File: config.mk
export PLATFORM = sky130hd
export DESIGN_NAME = boot_rst_ctrl
export DESIGN_NICKNAME = d
export VERILOG_FILES = /design/src/rtl/brc_pkg.sv /design/src/rtl/brc_timer.sv /design/src/rtl/brc_edge.sv /design/src/rtl/brc_fsm.sv /design/src/rtl/boot_rst_ctrl.sv
export SDC_FILE = /design/constraint.sdc
export NUM_CORES = 1
export LEC_CHECK = 0
export BUFFER_PORTS_ARGS = -buffer_cell sky130_fd_sc_hd__buf_4
export CORE_UTILIZATION = 45
export CTS_CLUSTER_DIAMETER = 80
export DETAILED_ROUTE_END_ITERATION = 6
export PLACE_DENSITY = 0.72
export SETUP_SLACK_MARGIN = 0.3
export SLEW_MARGIN = 20
export SYNTH_ARGS = -nofsm -noshare
export SYNTH_HDL_FRONTEND = slang
export SYNTH_SLANG_ARGS = --single-unit
export TNS_END_PERCENT = 1
File: constraint.sdc
create_clock -name clk -period 2.01 [get_ports clk]
set_input_delay 0.201 -clock clk [delete_from_list [all_inputs] [get_ports clk]]
set_output_delay 0.201 -clock clk [all_outputs]
set_load 0.01 [all_outputs]
File: src/rtl/brc_pkg.sv
package brc_pkg;
   typedef enum logic [1:0] {
      ST_URST  = 2'd0,
      ST_URUN  = 2'd1,
      ST_BRST  = 2'd2,
      ST_BWAIT = 2'd3
   } brc_state_e;
endpackage

File: src/rtl/brc_timer.sv
module brc_timer #(
   parameter int TICKS = 16384
) (
   input  logic clk,
   input  logic por_n,
   input  logic clr_i,
   input  logic run_i,
   output logic exp_o
);
   localparam int CW   = (TICKS > 1) ? $clog2(TICKS) : 1;
   localparam int LAST = TICKS - 1;

   if (TICKS < 1) begin : g_bad_ticks
      $error("brc_timer: TICKS must be at least 1");
   end

   logic [CW-1:0] cnt_q;

   always_ff @(posedge clk or negedge por_n) begin
      if (!por_n)                            cnt_q <= '0;
      else if (clr_i)                        cnt_q <= '0;
      else if (run_i && cnt_q != CW'(LAST))  cnt_q <= cnt_q + 1'b1;
   end

   assign exp_o = run_i && (cnt_q == CW'(LAST));

   AST_CNT_BOUND: assert property (@(posedge clk) disable iff (!por_n)
      cnt_q <= CW'(LAST));
endmodule

File: src/rtl/brc_edge.sv
module brc_edge (
   input  logic clk,
   input  logic por_n,
   input  logic boot_i,
   input  logic cts_n_i,
   output logic boot_rise_o,
   output logic cts_fall_o
);
   logic boot_q, cts_q;

   // boot assumed pressed and cts assumed low at power-on: no false edge
   always_ff @(posedge clk or negedge por_n) begin
      if (!por_n) begin
         boot_q <= 1'b1;
         cts_q  <= 1'b0;
      end else begin
         boot_q <= boot_i;
         cts_q  <= cts_n_i;
      end
   end

   assign boot_rise_o = boot_i & ~boot_q;
   assign cts_fall_o  = ~cts_n_i & cts_q;

   AST_CTS_ONCE: assert property (@(posedge clk) disable iff (!por_n)
      cts_fall_o |=> !cts_fall_o);
endmodule

File: src/rtl/brc_fsm.sv
module brc_fsm
   import brc_pkg::*;
(
   input  logic       clk,
   input  logic       por_n,
   input  logic       rst_btn_i,
   input  logic       boot_btn_i,
   input  logic       boot_rise_i,
   input  logic       cts_fall_i,
   input  logic       tmr_exp_i,
   output brc_state_e state_o,
   output logic       tmr_clr_o,
   output logic       tmr_run_o
);
   brc_state_e st_q, st_d;
   logic       hold, swap_ev;

   assign hold    = rst_btn_i | boot_btn_i;
   assign swap_ev = boot_rise_i | cts_fall_i;

   always_comb begin
      st_d      = st_q;
      tmr_clr_o = 1'b0;
      unique case (st_q)
         ST_URST:  if (hold) tmr_clr_o = 1'b1;
                   else if (tmr_exp_i) st_d = ST_URUN;
         ST_URUN:  if (swap_ev) begin st_d = ST_BRST; tmr_clr_o = 1'b1; end
         ST_BRST:  if (hold) tmr_clr_o = 1'b1;
                   else if (tmr_exp_i) st_d = ST_BWAIT;
         ST_BWAIT: if (swap_ev) begin st_d = ST_URST; tmr_clr_o = 1'b1; end
         default:  st_d = ST_URST;
      endcase
      if (rst_btn_i) begin
         st_d      = ST_URST;
         tmr_clr_o = 1'b1;
      end
   end

   always_ff @(posedge clk or negedge por_n) begin
      if (!por_n) st_q <= ST_URST;
      else        st_q <= st_d;
   end

   assign state_o   = st_q;
   assign tmr_run_o = (st_q == ST_URST) || (st_q == ST_BRST);

   AST_RSTBTN_WINS: assert property (@(posedge clk) disable iff (!por_n)
      rst_btn_i |=> st_q == ST_URST);
   AST_URUN_ENTRY: assert property (@(posedge clk) disable iff (!por_n)
      (st_q == ST_URUN && $past(st_q) != ST_URUN) |-> $past(st_q) == ST_URST);
   AST_BRST_ENTRY: assert property (@(posedge clk) disable iff (!por_n)
      (st_q == ST_BRST && $past(st_q) != ST_BRST) |-> $past(st_q) == ST_URUN);
   AST_IGNORE_IN_RST: assert property (@(posedge clk) disable iff (!por_n)
      (st_q == ST_URST && (hold || !tmr_exp_i)) |=> st_q == ST_URST);
endmodule

File: src/rtl/boot_rst_ctrl.sv
module boot_rst_ctrl
   import brc_pkg::*;
#(
   parameter int              TICKS          = 16384,
   parameter int              MODE_W         = 4,
   parameter logic [MODE_W-1:0] BOOT_PATTERN = 4'b0010,
   parameter bit              RST_ACTIVE_LOW = 1'b0
) (
   input  logic              clk,
   input  logic              por_n,
   input  logic              rst_btn_i,
   input  logic              boot_btn_i,
   input  logic              cts_n_i,
   output logic              dev_rst_o,
   output logic              mode_oe_o,
   output logic [MODE_W-1:0] mode_drv_o,
   output logic              boot_led_o,
   output logic              rts_o
);
   if (MODE_W < 1 || MODE_W > 8) begin : g_bad_width
      $error("boot_rst_ctrl: MODE_W must be 1..8");
   end

   brc_state_e state;
   logic       tmr_clr, tmr_run, tmr_exp, boot_rise, cts_fall;
   logic       in_rst, in_boot;

   brc_edge u_edge (
      .clk(clk), .por_n(por_n), .boot_i(boot_btn_i), .cts_n_i(cts_n_i),
      .boot_rise_o(boot_rise), .cts_fall_o(cts_fall)
   );

   brc_timer #(.TICKS(TICKS)) u_timer (
      .clk(clk), .por_n(por_n), .clr_i(tmr_clr), .run_i(tmr_run),
      .exp_o(tmr_exp)
   );

   brc_fsm u_fsm (
      .clk(clk), .por_n(por_n), .rst_btn_i(rst_btn_i), .boot_btn_i(boot_btn_i),
      .boot_rise_i(boot_rise), .cts_fall_i(cts_fall), .tmr_exp_i(tmr_exp),
      .state_o(state), .tmr_clr_o(tmr_clr), .tmr_run_o(tmr_run)
   );

   assign in_rst  = (state == ST_URST) || (state == ST_BRST);
   assign in_boot = (state == ST_BRST) || (state == ST_BWAIT);

   if (RST_ACTIVE_LOW) begin : g_rst_low
      assign dev_rst_o = ~in_rst;
   end else begin : g_rst_high
      assign dev_rst_o = in_rst;
   end

   assign mode_oe_o  = (state == ST_BRST);
   assign mode_drv_o = mode_oe_o ? BOOT_PATTERN : '0;
   assign boot_led_o = in_boot;
   assign rts_o      = in_boot;

   AST_OE_IN_RESET: assert property (@(posedge clk) disable iff (!por_n)
      (mode_oe_o && !rst_btn_i && !boot_btn_i && !tmr_exp) |=> mode_oe_o);
endmodule

==> flow_metrics.env <==
export IMPL_met1_usage=0.238
export IMPL_detail_route_vias_per_cell=5.64
export IMPL_first_iter_violations=24
export IMPL_power_switching_uw=140
export IMPL_ys_seq_area_frac=0.424
export IMPL_portBuffers=9
export IMPL_vias=863
export IMPL_crit_path_start="u_fsm.state_o[1]"
export IMPL_peakVddDrop_mv=0.377
export IMPL_swShare=0.221
export IMPL_wire_per_inst_um=14.8
export IMPL_drt_antenna_violating_nets=0
export IMPL_slowest_delay_ns=0.42
export IMPL_root_buffer="clkbuf_4"
export IMPL_fin_crit_ns=1.70
export IMPL_slowest_stage="dfrtp_2"
export IMPL_comb_power_share=0.067
export IMPL_path_delay_family="compound AO/OA/AOI/OAI gates"
export IMPL_cp_arrival_ns=1.88
export IMPL_path_cells="inv_1, ha_1, or2_4, o21ai_0, o22ai_2, o211ai_1, o41ai_2"
export IMPL_clock_skew_ns=0.000897
export IMPL_slew_viol_final=0
export IMPL_cap_violations=0
export IMPL_end_kind="flip-flop"
export IMPL_hp_start="boot_btn_i"
export IMPL_intPower_uw=494
export IMPL_die_w_um=50.7
export IMPL_grt_pass1_vias=765
export IMPL_h_tree_depth=1
export IMPL_core_mm2=0.00221
export IMPL_synth_edf_count=0
export IMPL_fin_cells=153
export IMPL_syn_inst=108
export IMPL_async_reset_ff_frac=1.00
export IMPL_p_leak_nw=0.555
export IMPL_crit_path_start_kind="flip-flop"
export IMPL_grt_pass1_wl_mm=3.47
export IMPL_cts_buffers=3
export IMPL_die_height_um=50.7
export IMPL_drive_gt1_frac=0.328
export IMPL_grt_busiest_layer="met2"
export IMPL_synth_ff_type="dfrtp_1"
export IMPL_grt_ovfl_total=0
export IMPL_fmax_mhz=589
export IMPL_cp_required_ns=2.19
export IMPL_io_pins=13
export IMPL_final_nets=136
export IMPL_cts_sinks=18
export IMPL_p_per_area_mw_per_mm2=487
export IMPL_use_met2=0.287
export IMPL_crit_type="reg -> reg"
export IMPL_status="finished clean"
export IMPL_worst_skew_pair_late_latency_ns=0.30
export IMPL_place_inst=141
export IMPL_ys_seq_elements=18
export IMPL_area_delta_synth_final_pct=22.1
export IMPL_synthDistinctLibCells=39
export IMPL_grt_use_met3=0.0636
export IMPL_setup_tns_ns=0
export IMPL_netlist_area_mm2=0.00107
export IMPL_avgSynthCellArea_um2=9.87
export IMPL_clk_path_buf_depth=2
export IMPL_fill_cells=186
export IMPL_clkTransAtPathRegs_ns=0.10
export IMPL_setup_viol=0
export IMPL_grt_usage=0.185
export IMPL_timing_final_crit_share=0.845
export IMPL_antenna_found_initial=0
export IMPL_rsz0062_at_grt="yes"
export IMPL_firstDrtPassIters=4
export IMPL_wl_mm=2.27
export IMPL_seq_power_share=0.583
export IMPL_start_util=0.482
export IMPL_cp_max_fo=4
export IMPL_cts_tree="built"
export IMPL_yosysWarnings=0
export IMPL_clock_power_share=0.350
export IMPL_reg2reg_slack_ns=0.31
export IMPL_dieArea_mm2=0.00257
export IMPL_finalWeightedCongestion=0.829
export IMPL_cp_num_buf_inv=1
export IMPL_drcViolationCount=0
export IMPL_hpwl_mm=1.32
export IMPL_diodes=0
export IMPL_reg2reg_from="u_fsm.state_o[1]"
export IMPL_grt_max_degree=19
export IMPL_fp_row_count=17
export IMPL_hold_viol_final=0
export IMPL_hold_path_class="in -> reg"
==> state kept, by name, indices dropped and copies added, names as in the netlist <==
name / flops
u_edge.cts_q: 1
u_fsm.state_o: 2
u_edge.boot_q: 1
u_timer.cnt_q: 14
==> layer usage <==
metal,share of wire,up-vias
met5,0,-
met4,0.024,0
met3,0.067,8
met2,0.49,27
met1,0.42,417
li1,-,411
==> layout make-up <==
| cell class | count | area [um2] | area share |
|---|---|---|---|
| Multi-Input combinational cell | 81 | 629 | 0.484 |
| Sequential cell | 18 | 453 | 0.348 |
| Timing Repair Buffer | 16 | 125 | 0.0962 |
| Clock buffer | 4 | 36.3 | 0.0279 |
| Tap cell | 28 | 35.0 | 0.0269 |
| Inverter | 6 | 22.5 | 0.0173 |
==> through the flow <==
stage / worst slack, ns / cell area [um2] / hold slack [ns] / utilization / power (mW)
after floorplan: 0.308 / 1070 / -0.0946 / - / 0.395
final: 0.312 / 1300 / 0.0352 / 0.588 / 0.634
after detailed placement: 0.184 / 1130 / 0.0815 / 0.513 / 0.408
after global placement: 0.272 / 1130 / 0.0832 / 0.513 / 0.408
after CTS: 0.285 / 1200 / 0.00161 / 0.542 / 0.635
after global routing: 0.246 / 1300 / 0.0132 / 0.588 / 0.671
==> path summary, 6_finish.rpt <==
kind / to / cells after the start
max in group asynchronous: u_edge.boot_q / 2
worst min-delay path: u_edge.boot_q / 1
min in group asynchronous: u_edge.cts_q / 2
worst min register to register: u_timer.cnt_q[13] / 2
worst max-delay path: u_fsm.state_o[1] / 7
worst max register to register: u_fsm.state_o[1] / 7
==> timing repair <==
item | CTS | global route
pin swaps | 1 | 6
endpoints found under the setup margin | 9 | 17
gates cloned | 0 | 1
gates resized for setup | 2 | 12
hold buffers | 1 | 1
endpoints found under the hold margin | 18 | 1
buffers inserted | 1 | 4
==> synth_stat cells, types with 2 or more instances <==
cell type / count / area share
a21oi_1: 4 / 0.019
and3_1: 2 / 0.012
buf_4: 5 / 0.035
dfrtp_1: 17 / 0.40
ha_1: 5 / 0.059
inv_1: 6 / 0.021
nand2_1: 5 / 0.018
nand3_1: 3 / 0.014
nand4_1: 5 / 0.029
nor2_1: 12 / 0.042
nor3_1: 4 / 0.019
nor4_1: 2 / 0.012
o21ai_0: 3 / 0.014
or2_2: 2 / 0.012
xnor2_1: 7 / 0.058
xor2_1: 3 / 0.025
==> cell usage in the layout (no fill, tap or decap), drive strengths merged, types with 2 or more instances in the layout <==
| master | instances |
|---|---|
| nand4 | 5 |
| nor2 | 14 |
| clkbuf | 4 |
| or2 | 3 |
| buf | 14 |
| nor4b | 2 |
| nand3 | 4 |
| a221o | 2 |
| o21ai | 4 |
| and3 | 3 |
| ha | 5 |
| xnor2 | 7 |
| nand2 | 5 |
| or3 | 2 |
| nor3 | 4 |
| a21oi | 4 |
| nor4 | 3 |
| inv | 6 |
| conb | 3 |
| dfrtp | 17 |
| dlygate4sd3 | 2 |
| xor2 | 3 |
==> power by group through the flow <==
stage | Sequential [mW] | Clock [mW] | Combinational, mW
detailed placement | 0.377 | 0 | 0.0318
global placement | 0.376 | 0 | 0.0314
CTS | 0.370 | 0.232 | 0.0337
global route | 0.370 | 0.254 | 0.0468
finish | 0.369 | 0.222 | 0.0426
floorplan | 0.376 | 0 | 0.0187
==> cells by family (layout without fill, tap and decap cells) <==
family                   count (synthesis)  after routing  synth area share
adder cells (fa/ha/maj)                  5              5            0.0587
other                                    1              3           0.00352
AND/OR/NAND/NOR                         48             48             0.281
flip-flops                              18             18             0.424
XOR/XNOR                                10             10            0.0822
buffers and inverters                   12             26            0.0599
AO/OA/AOI/OAI                           14             15            0.0916
(Power assumes the default switching activity.)
